File: config.mk
export PLATFORM = sky130hd
export DESIGN_NAME = edge_capture_timer
export DESIGN_NICKNAME = d
export VERILOG_FILES = /design/src/rtl/cap_pkg.sv /design/src/rtl/cap_edge_detect.sv /design/src/rtl/cap_counter.sv /design/src/rtl/edge_capture_timer.sv
export SDC_FILE = /design/constraint.sdc
export NUM_CORES = 1
export LEC_CHECK = 0
export CAP_MARGIN = 5
export CORE_AREA = 2 2 110 112
export CTS_CLUSTER_SIZE = 25
export DETAILED_ROUTE_END_ITERATION = 12
export DIE_AREA = 0 0 112 114
export DONT_BUFFER_PORTS = 1
export PLACE_DENSITY = 0.58
export SLEW_MARGIN = 10
export SYNTH_ARGS = -nofsm -noshare
export SYNTH_HDL_FRONTEND = slang
export SYNTH_SLANG_ARGS = --single-unit
File: constraint.sdc
create_clock -name clk -period 4.84 [get_ports clk]
set_input_delay 0.726 -clock clk [delete_from_list [all_inputs] [get_ports clk]]
set_output_delay 0.726 -clock clk [all_outputs]
set_load 0.03 [all_outputs]
File: src/rtl/cap_pkg.sv
package cap_pkg;

    localparam int CNT_LOW_W = 16;
    localparam int CNT_PRE_W = 8;

    typedef enum logic [1:0] {
        EDGE_RISE = 2'd0,
        EDGE_FALL = 2'd1,
        EDGE_NONE = 2'd2,
        EDGE_ANY  = 2'd3
    } edge_sel_e;

    typedef enum logic [1:0] {
        ST_IDLE  = 2'd0,
        ST_COUNT = 2'd1,
        ST_TIME  = 2'd2
    } cap_state_e;

endpackage

File: src/rtl/cap_edge_detect.sv
module cap_edge_detect
    import cap_pkg::*;
#(
    parameter int SYNC_STAGES = 2
) (
    input  logic      clk,
    input  logic      rst_n,
    input  logic      din,
    input  edge_sel_e sel,
    output logic      edge_hit
);

    logic [SYNC_STAGES-1:0] sync_q;
    logic                   synced;
    logic                   prev_q;

    generate
        if (SYNC_STAGES == 1) begin : g_one
            always_ff @(posedge clk or negedge rst_n) begin
                if (!rst_n) sync_q <= '0;
                else        sync_q <= din;
            end
        end else begin : g_chain
            always_ff @(posedge clk or negedge rst_n) begin
                if (!rst_n) sync_q <= '0;
                else        sync_q <= {sync_q[SYNC_STAGES-2:0], din};
            end
        end
    endgenerate

    assign synced = sync_q[SYNC_STAGES-1];

    always_ff @(posedge clk or negedge rst_n) begin
        if (!rst_n) prev_q <= 1'b0;
        else        prev_q <= synced;
    end

    always_comb begin
        unique case (sel)
            EDGE_RISE: edge_hit = synced & ~prev_q;
            EDGE_FALL: edge_hit = ~synced & prev_q;
            EDGE_ANY:  edge_hit = synced ^ prev_q;
            default:   edge_hit = 1'b0;
        endcase
    end

    // an accepted edge always coincides with a change of the synchronized level
    assert_edge_needs_change_R2: assert property (@(posedge clk) disable iff (!rst_n)
        edge_hit |-> (synced != prev_q));

    // the reserved code never yields an edge
    assert_none_code_quiet_R4: assert property (@(posedge clk) disable iff (!rst_n)
        (sel == EDGE_NONE) |-> !edge_hit);

endmodule

File: src/rtl/cap_counter.sv
module cap_counter #(
    parameter int LOW_W = 16,
    parameter int PRE_W = 8
) (
    input  logic                   clk,
    input  logic                   rst_n,
    input  logic                   load,
    input  logic [LOW_W+PRE_W-1:0] load_data,
    input  logic                   step,
    output logic [LOW_W+PRE_W-1:0] value,
    output logic [LOW_W+PRE_W-1:0] value_inc
);

    localparam int CNT_W = LOW_W + PRE_W;
    localparam logic [LOW_W-1:0] LOW_ONE = 1;

    logic [LOW_W-1:0] low_q;
    logic [PRE_W-1:0] pre_q;
    logic [LOW_W-1:0] low_nx;
    logic [PRE_W-1:0] pre_nx;
    logic             carry;

    assign carry  = &low_q;
    assign low_nx = low_q + LOW_ONE;
    assign pre_nx = pre_q + {{(PRE_W-1){1'b0}}, carry};

    always_ff @(posedge clk or negedge rst_n) begin
        if (!rst_n) begin
            low_q <= '0;
            pre_q <= '0;
        end else if (load) begin
            low_q <= load_data[LOW_W-1:0];
            pre_q <= load_data[CNT_W-1:LOW_W];
        end else if (step) begin
            low_q <= low_nx;
            pre_q <= pre_nx;
        end
    end

    assign value     = {pre_q, low_q};
    assign value_inc = {pre_nx, low_nx};

    // the prescaler moves only on a carry out of the low field
    assert_prescale_on_carry_R9: assert property (@(posedge clk) disable iff (!rst_n)
        (step && !load && !carry) |=> (pre_q == $past(pre_q)));

endmodule

File: src/rtl/edge_capture_timer.sv
module edge_capture_timer
    import cap_pkg::*;
#(
    parameter int LOW_W       = CNT_LOW_W,
    parameter int PRE_W       = CNT_PRE_W,
    parameter int OUT_W       = 32,
    parameter int SYNC_STAGES = 2
) (
    input  logic                   clk,
    input  logic                   rst_n,
    input  logic                   enable,
    input  logic                   time_mode,
    input  logic [1:0]             edge_sel,
    input  logic [LOW_W+PRE_W-1:0] load_val,
    input  logic [LOW_W+PRE_W-1:0] match_val,
    input  logic                   cap_in,
    output logic                   match_pulse,
    output logic                   event_pulse,
    output logic [OUT_W-1:0]       count_word,
    output logic [OUT_W-1:0]       capture_word
);

    localparam int CNT_W = LOW_W + PRE_W;
    localparam int PAD_W = OUT_W - CNT_W;

    cap_state_e       state_q, state_nx;
    logic             hit;
    logic [CNT_W-1:0] cnt, cnt_inc, cnt_load_val, cap_q;
    logic             cnt_load, cnt_step, do_match, do_capture;

    cap_edge_detect #(.SYNC_STAGES(SYNC_STAGES)) u_edge (
        .clk      (clk),
        .rst_n    (rst_n),
        .din      (cap_in),
        .sel      (edge_sel_e'(edge_sel)),
        .edge_hit (hit)
    );

    cap_counter #(.LOW_W(LOW_W), .PRE_W(PRE_W)) u_cnt (
        .clk       (clk),
        .rst_n     (rst_n),
        .load      (cnt_load),
        .load_data (cnt_load_val),
        .step      (cnt_step),
        .value     (cnt),
        .value_inc (cnt_inc)
    );

    // state register
    always_ff @(posedge clk or negedge rst_n) begin
        if (!rst_n) state_q <= ST_IDLE;
        else        state_q <= state_nx;
    end

    // next state and datapath control
    always_comb begin
        state_nx     = state_q;
        cnt_load     = 1'b0;
        cnt_load_val = load_val;
        cnt_step     = 1'b0;
        do_match     = 1'b0;
        do_capture   = 1'b0;
        unique case (state_q)
            ST_IDLE: begin
                if (enable) begin
                    state_nx     = time_mode ? ST_TIME : ST_COUNT;
                    cnt_load     = 1'b1;
                    cnt_load_val = time_mode ? '0 : load_val;
                end
            end
            ST_COUNT: begin
                if (!enable || time_mode) begin
                    state_nx = ST_IDLE;
                end else if (hit) begin
                    if (cnt_inc == match_val) begin
                        do_match = 1'b1;
                        cnt_load = 1'b1;
                    end else begin
                        cnt_step = 1'b1;
                    end
                end
            end
            ST_TIME: begin
                if (!enable || !time_mode) begin
                    state_nx = ST_IDLE;
                end else begin
                    cnt_step   = 1'b1;
                    do_capture = hit;
                end
            end
            default: state_nx = ST_IDLE;
        endcase
    end

    // registered outputs
    always_ff @(posedge clk or negedge rst_n) begin
        if (!rst_n) begin
            match_pulse <= 1'b0;
            event_pulse <= 1'b0;
            cap_q       <= '0;
        end else begin
            match_pulse <= do_match;
            event_pulse <= do_capture;
            if (do_capture) cap_q <= cnt;
        end
    end

    assign count_word   = {{PAD_W{1'b0}}, cnt};
    assign capture_word = {{PAD_W{1'b0}}, cap_q};

    // a disabled channel produces no pulse on the following cycle
    assert_quiet_when_off_R10: assert property (@(posedge clk) disable iff (!rst_n)
        !enable |=> (!match_pulse && !event_pulse));

    // a match leaves the counter at the reload value
    assert_reload_on_match_R6: assert property (@(posedge clk) disable iff (!rst_n)
        match_pulse |-> (count_word[CNT_W-1:0] == $past(load_val)));

    // a time stamp holds the count seen before the capturing edge
    assert_capture_pre_count_R8: assert property (@(posedge clk) disable iff (!rst_n)
        event_pulse |-> (capture_word[CNT_W-1:0] == $past(count_word[CNT_W-1:0])));

    // the two pulse kinds are exclusive
    assert_pulses_exclusive_R11: assert property (@(posedge clk) disable iff (!rst_n)
        !(match_pulse && event_pulse));

endmodule

-- Word-level counts from Yosys, hierarchy flattened
Cells that the tools add are included.
- register bits after elaboration: 55
- latch bits: 0
- bits in writable memories: 0
- bits in read-only memories: 0
- input bits: 55
- output and inout port bits: 66
- word-level logic and storage cells: 58
- memories kept: 0
- add/subtract/negate cells: 2
- multiply operators: 0
- div/mod/pow operators: 0
- magnitude comparators: 0
- equal/unequal tests: 8
- shift operators: 0
- multiplexer cells: 26
- bitwise operators: 5
- reduce and logical (&&, ||, !) cells: 9
- operators with widths (kind ; count):
    2-to-1 mux 24 bit ; 3
    2-to-1 mux 16 bit ; 2
    == test 24 bit ; 1
    adder 16 x 1 -> 16 bit (second input constant) ; 1
    2-to-1 mux 8 bit ; 2
    AND reduction 16 bit ; 1
    2-to-1 mux 1 bit ; 11
    adder 8 x 1 -> 8 bit ; 1
    2-to-1 mux 2 bit ; 4
    != test 2 bit (second input constant) ; 3
    case mux 2 bit (3 select lines) ; 1
    == test 2 x 1 -> 1 bit (second input constant) ; 2
    == test 2 bit (second input constant) ; 2
    zero test 2 bit ; 2
    case mux 1 bit (2 select lines) ; 2
    case mux 1 bit (3 select lines) ; 1
    AND reduction 3 bit ; 1
    AND 1 bit ; 2
    zero test 1 bit ; 2
    logical OR 1 bit ; 2
    inverter 1 bit ; 2
    nonzero test 2 bit ; 1
    bitwise XOR 1 bit ; 1

-- Logic depth before layout (Yosys ltp)
- depth in word-level cells: 9
- gate-level depth with buffers: 15
- depth with buffers taken out: 13

-- Modules after synthesis
From an unflattened synthesis, not the netlist that was laid out.
- cells, all modules: 362
- area, all modules: 3558.4 um^2
- modules (own cells, without submodules) (module ; times used ; cells each ; area an instance (um^2) ; seq. area each (um^2)):
    edge_capture_timer ; 1 ; 159 ; 1754.2 ; 700.7
    cap_counter ; 1 ; 193 ; 1676.6 ; 600.6
    cap_edge_detect ; 1 ; 10 ; 127.6 ; 75.1

-- Worst setup path before layout
OpenSTA, ideal clock, no wires.
- kind: reg2reg
- from: register u_cnt.low_q[0]
- to: register u_cnt.low_q[10]
- setup time: 0.096 ns
- arrival time: 3.596 ns
- required time: 4.744 ns
- path slack: 1.148 ns
- stages on the path, launching flop included: 16
- path buffers: 2
- period minus slack after synthesis: 3.692 ns
- path through: dfrtp_1 -> ha_1 -> and3_1 -> buf_6 -> nand4_4 -> nor3_1 -> ha_1 -> ha_1 -> xor2_1 -> nor3_1 -> o2111ai_1 -> or4_1 -> nor4_2 -> a41oi_2 -> buf_6 -> o32ai_2
- cells in the longest elaborated chain, start to end: 8
- elaborated cells between the ends (all ways): 15
- classes of those cells: 2 x add/sub; 1 x eq/ne; 10 x mux; 2 x reduce/logical
- RTL lines (element ; RTL line ; text):
    start: declaration ; cap_counter.sv:17 ; logic [LOW_W-1:0] low_q;
    start signal: assignment ; cap_counter.sv:32 ; low_q <= load_data[LOW_W-1:0];
    start signal: assignment ; cap_counter.sv:35 ; low_q <= low_nx;
    AND reduction 16 bit ; cap_counter.sv:23 ; assign carry = &low_q;
    adder 8 x 1 -> 8 bit ; cap_counter.sv:25 ; assign pre_nx = pre_q + {{(PRE_W-1){1'b0}}, carry};
    == test 24 bit ; edge_capture_timer.sv:75 ; if (cnt_inc == match_val) begin
    2-to-1 mux 1 bit ; edge_capture_timer.sv:75 ;
    2-to-1 mux 1 bit ; edge_capture_timer.sv:74 ; end else if (hit) begin
    2-to-1 mux 1 bit ; edge_capture_timer.sv:72 ; if (!enable || time_mode) begin
    case mux 1 bit (2 select lines) ; edge_capture_timer.sv:63 ; unique case (state_q)
    2-to-1 mux 16 bit or nonzero test 2 bit (tied branches) ; - ;
Parallel ways exist; a longest one is shown, timed or not. The select of a mux whose other input is x is not followed.
A chain may end at the register's enable or synchronous reset.

-- Worst setup path in the final report
- from: register u_cnt.low_q[1]
- to: register u_cnt.low_q[13]
Same word-level chain as after synthesis.

==> results.txt <==
Status = completed
Clock sinks = 55
Ports = 121
Critical path peak fanout = 17
Die ar. = 0.0128 mm^2
Final Max Tran Viols = 0
PD cells = 627 mW/mm^2
Max Cap Viol = 0
Setup TNS Final = 0 ns
Synth area leader = dfrtp_1
Final hold vios = 0
Core area = 0.0117 mm^2
Post-Route Skew = 0.00606 ns
Share of cells above drive strength 1 = 12.6%
R2R Setup Slk = 0.50 ns
Syn. warnings = 0
Max transition margin = 44.4%
Post-layout min period = 4.34 ns
Total global-route track usage = 17.8%
Slew @ Worst Pin = 0.833 ns
Placed cells = 577
Total CTS buffers = 5
Via count = 3113
DRT antenna net count = 0
Post-synth top flop = dfrtp_1
CTS tree = built
Initial antenna violation count = 0
Post-Route WL = 11300 um
Max Freq = 0.230 GHz
Initial drt markers = 199
Net count, final = 500
Mapped cell area = 0.00400 mm^2
HP Class = in -> async
Final core occ = 36.3%
EDFF count, synth = 0
Setup crit start kind = flop
Most Frequent Cell on Critical Path = ha_1
CTS clk-pin slew, worst paths = 0.08 ns
Clock Path Buffers = 2
Die height = 114 um
Layout area overhead = 6.16%
Number of port buffers = 0
Starting Density = 34.2%
Area of the multi-input gates = 0.00227 mm^2
Drc violations = 0
CP max stage delay = 0.60 ns
Hold_buf cts = 0
RSZ-0062 raised after global routing = false
VDD IR max = 241 uV
Crit Path Category = reg -> reg
Crit end category = flop
Period utilisation layout = 89.7%
Global-route wire length before repair = 17500 um
TritonRoute pass-1 iters = 4
H-Tree Level Count = 2
CP arrival = 4.54 ns
Cells along the critical path = ha_1 -> and3_1 -> nand4_4 -> nor3_1 -> ha_1 -> ha_1 -> xor2_1 -> nor3_1 -> o2111ai_1 -> or4_1 -> nor4_2 -> a41oi_2 -> buf_4 -> o32ai_2
Top-area cell type share of the netlist area = 34.4%
Synth Area per Inst = 9.01 um^2
Synth top cells by count = nand2_1 (83), dfrtp_1 (55), xnor2_1 (37), inv_1 (33), nor3_1 (21)
Mapped Cells = 444
# setup viols final = 0
Filler instances = 1207
Post-DP HPWL = 8440 um
Vias in the first global route = 3098
Routability cong. = 0.872
Leakage power = 1.85 nW
Register area = 0.00138 mm^2
FF+latch count, synth = 55
Wirelength per Cell = 19.4 um
Async S/R FF share, synth = 100%
Post-cts sizing count = 0
Latest clock arrival within the worst-skew pair = 0.30 ns
Post-CTS Setup Inserts = 0
Row count = 40
Root Buffer = clkbuf_16
Seq/Total Area, Yosys = 34.4%
Crit path max-delay cell type = dfrtp_1
Die Width = 112 um
CP required = 5.04 ns
Synth cell types = 59
Top cells by area, synth = dfrtp_1 (34%), o32ai_2 (8.1%), xnor2_1 (8.1%)
Largest net degree at the start of global routing = 56
Vias per cell = 5.32
Non-Filler Instances = 585
Grt ovf = 0
Most frequent cell after synthesis = nand2_1
Ant diodes = 0
[kinds of logic after synthesis]
kind of cell,synth area share [%]
AOI/OAI and AO/OA,15.9
xor gates and xnor gates,11.6
adders and majority gates,2.75
buffers and inverters,10.3
DFF,34.4
muxes,2.50
other,0.0937
and+or+nand+nor,22.5
[path summary, 6_finish.rpt]
check,start,to,depth (start not counted)
worst max register to register,u_cnt.low_q[1],u_cnt.low_q[13],14
worst max-delay path,u_cnt.low_q[1],u_cnt.low_q[13],14
min in group clk,u_edge.sync_q[0],u_edge.sync_q[1],0
worst min register to register,u_edge.sync_q[0],u_edge.sync_q[1],0
worst min-delay path,rst_n,cap_q[23],0
max in group asynchronous,rst_n,u_cnt.low_q[10],0
[stage by stage]
| stage | setup WS, ns | hold WS [ns] | total power [mW] | instance area [um^2] |
|---|---|---|---|---|
| 6_report | 0.496 | 0.116 | 2.66 | 4250 |
| 3_3_place_gp | 0.739 | 0.345 | 2.22 | 4070 |
| 5_1_grt | 0.173 | 0.0987 | 2.84 | 4250 |
| 4_1_cts | 0.529 | 0.108 | 2.69 | 4250 |
| 2_1_floorplan | 1.15 | 0.331 | 1.98 | 4060 |
| 3_5_place_dp | 0.527 | 0.343 | 2.25 | 4070 |
[routing by layer]
layer	wire [um]	vias up	GRT usage [%]	part of all wire (%)
li1	-	1475	-	-
met1	5010	1519	24.0	44
met2	5290	109	28.3	47
met3	885	10	4.46	7.8
met4	142	0	5.28	1.3
met5	0	-	0	0
[cell type report]
class,count,share of cell area (%)
multi-input combinational,326,53.4
timing repair buffer,16,2.83
clock inverter,2,0.825
clock buffer,6,3.27
tap,147,4.33
inverter,33,2.92
sequential,55,32.4
[cell usage in the layout, fill, tap and decap left out, types with 10 or more instances in the layout]
master and count:
xor2_1 16, nor2_1 12, dfrtp_1 55, nand3_1 13
conb_1 16, inv_1 33, mux2i_1 10, nor3_1 21
nand4_1 11, buf_4 16, xnor2_1 37, o32ai_2 20
nand2_1 83
[state kept, by name, indices dropped and copies added (netlist names)]
name and flops:
u_edge.sync_q 2, cap_q 24, event_pulse 1, u_edge.prev_q 1
match_pulse 1, state_q 2, u_cnt.low_q 16, u_cnt.pre_q 8
[worst max-delay path: cells and delay by family (launching register included)]
family	cells	cell delay (ns)
XOR/XNOR	1	0.17
buffers and inverters	1	0.37
adder cells (fa/ha/maj)	3	0.78
AND/OR/NAND/NOR	6	1.59
AO/OA/AOI/OAI	3	0.70
flip-flops	1	0.60
[report_power, final]
group | internal, mW | leakage [nW] | switching [mW]
clock | 0.258 | 0.0868 | 0.176
sequential | 0.634 | 0.731 | 0.519
combinational | 0.439 | 1.03 | 0.637
Note: power is estimated with default switching activity, not from simulation.
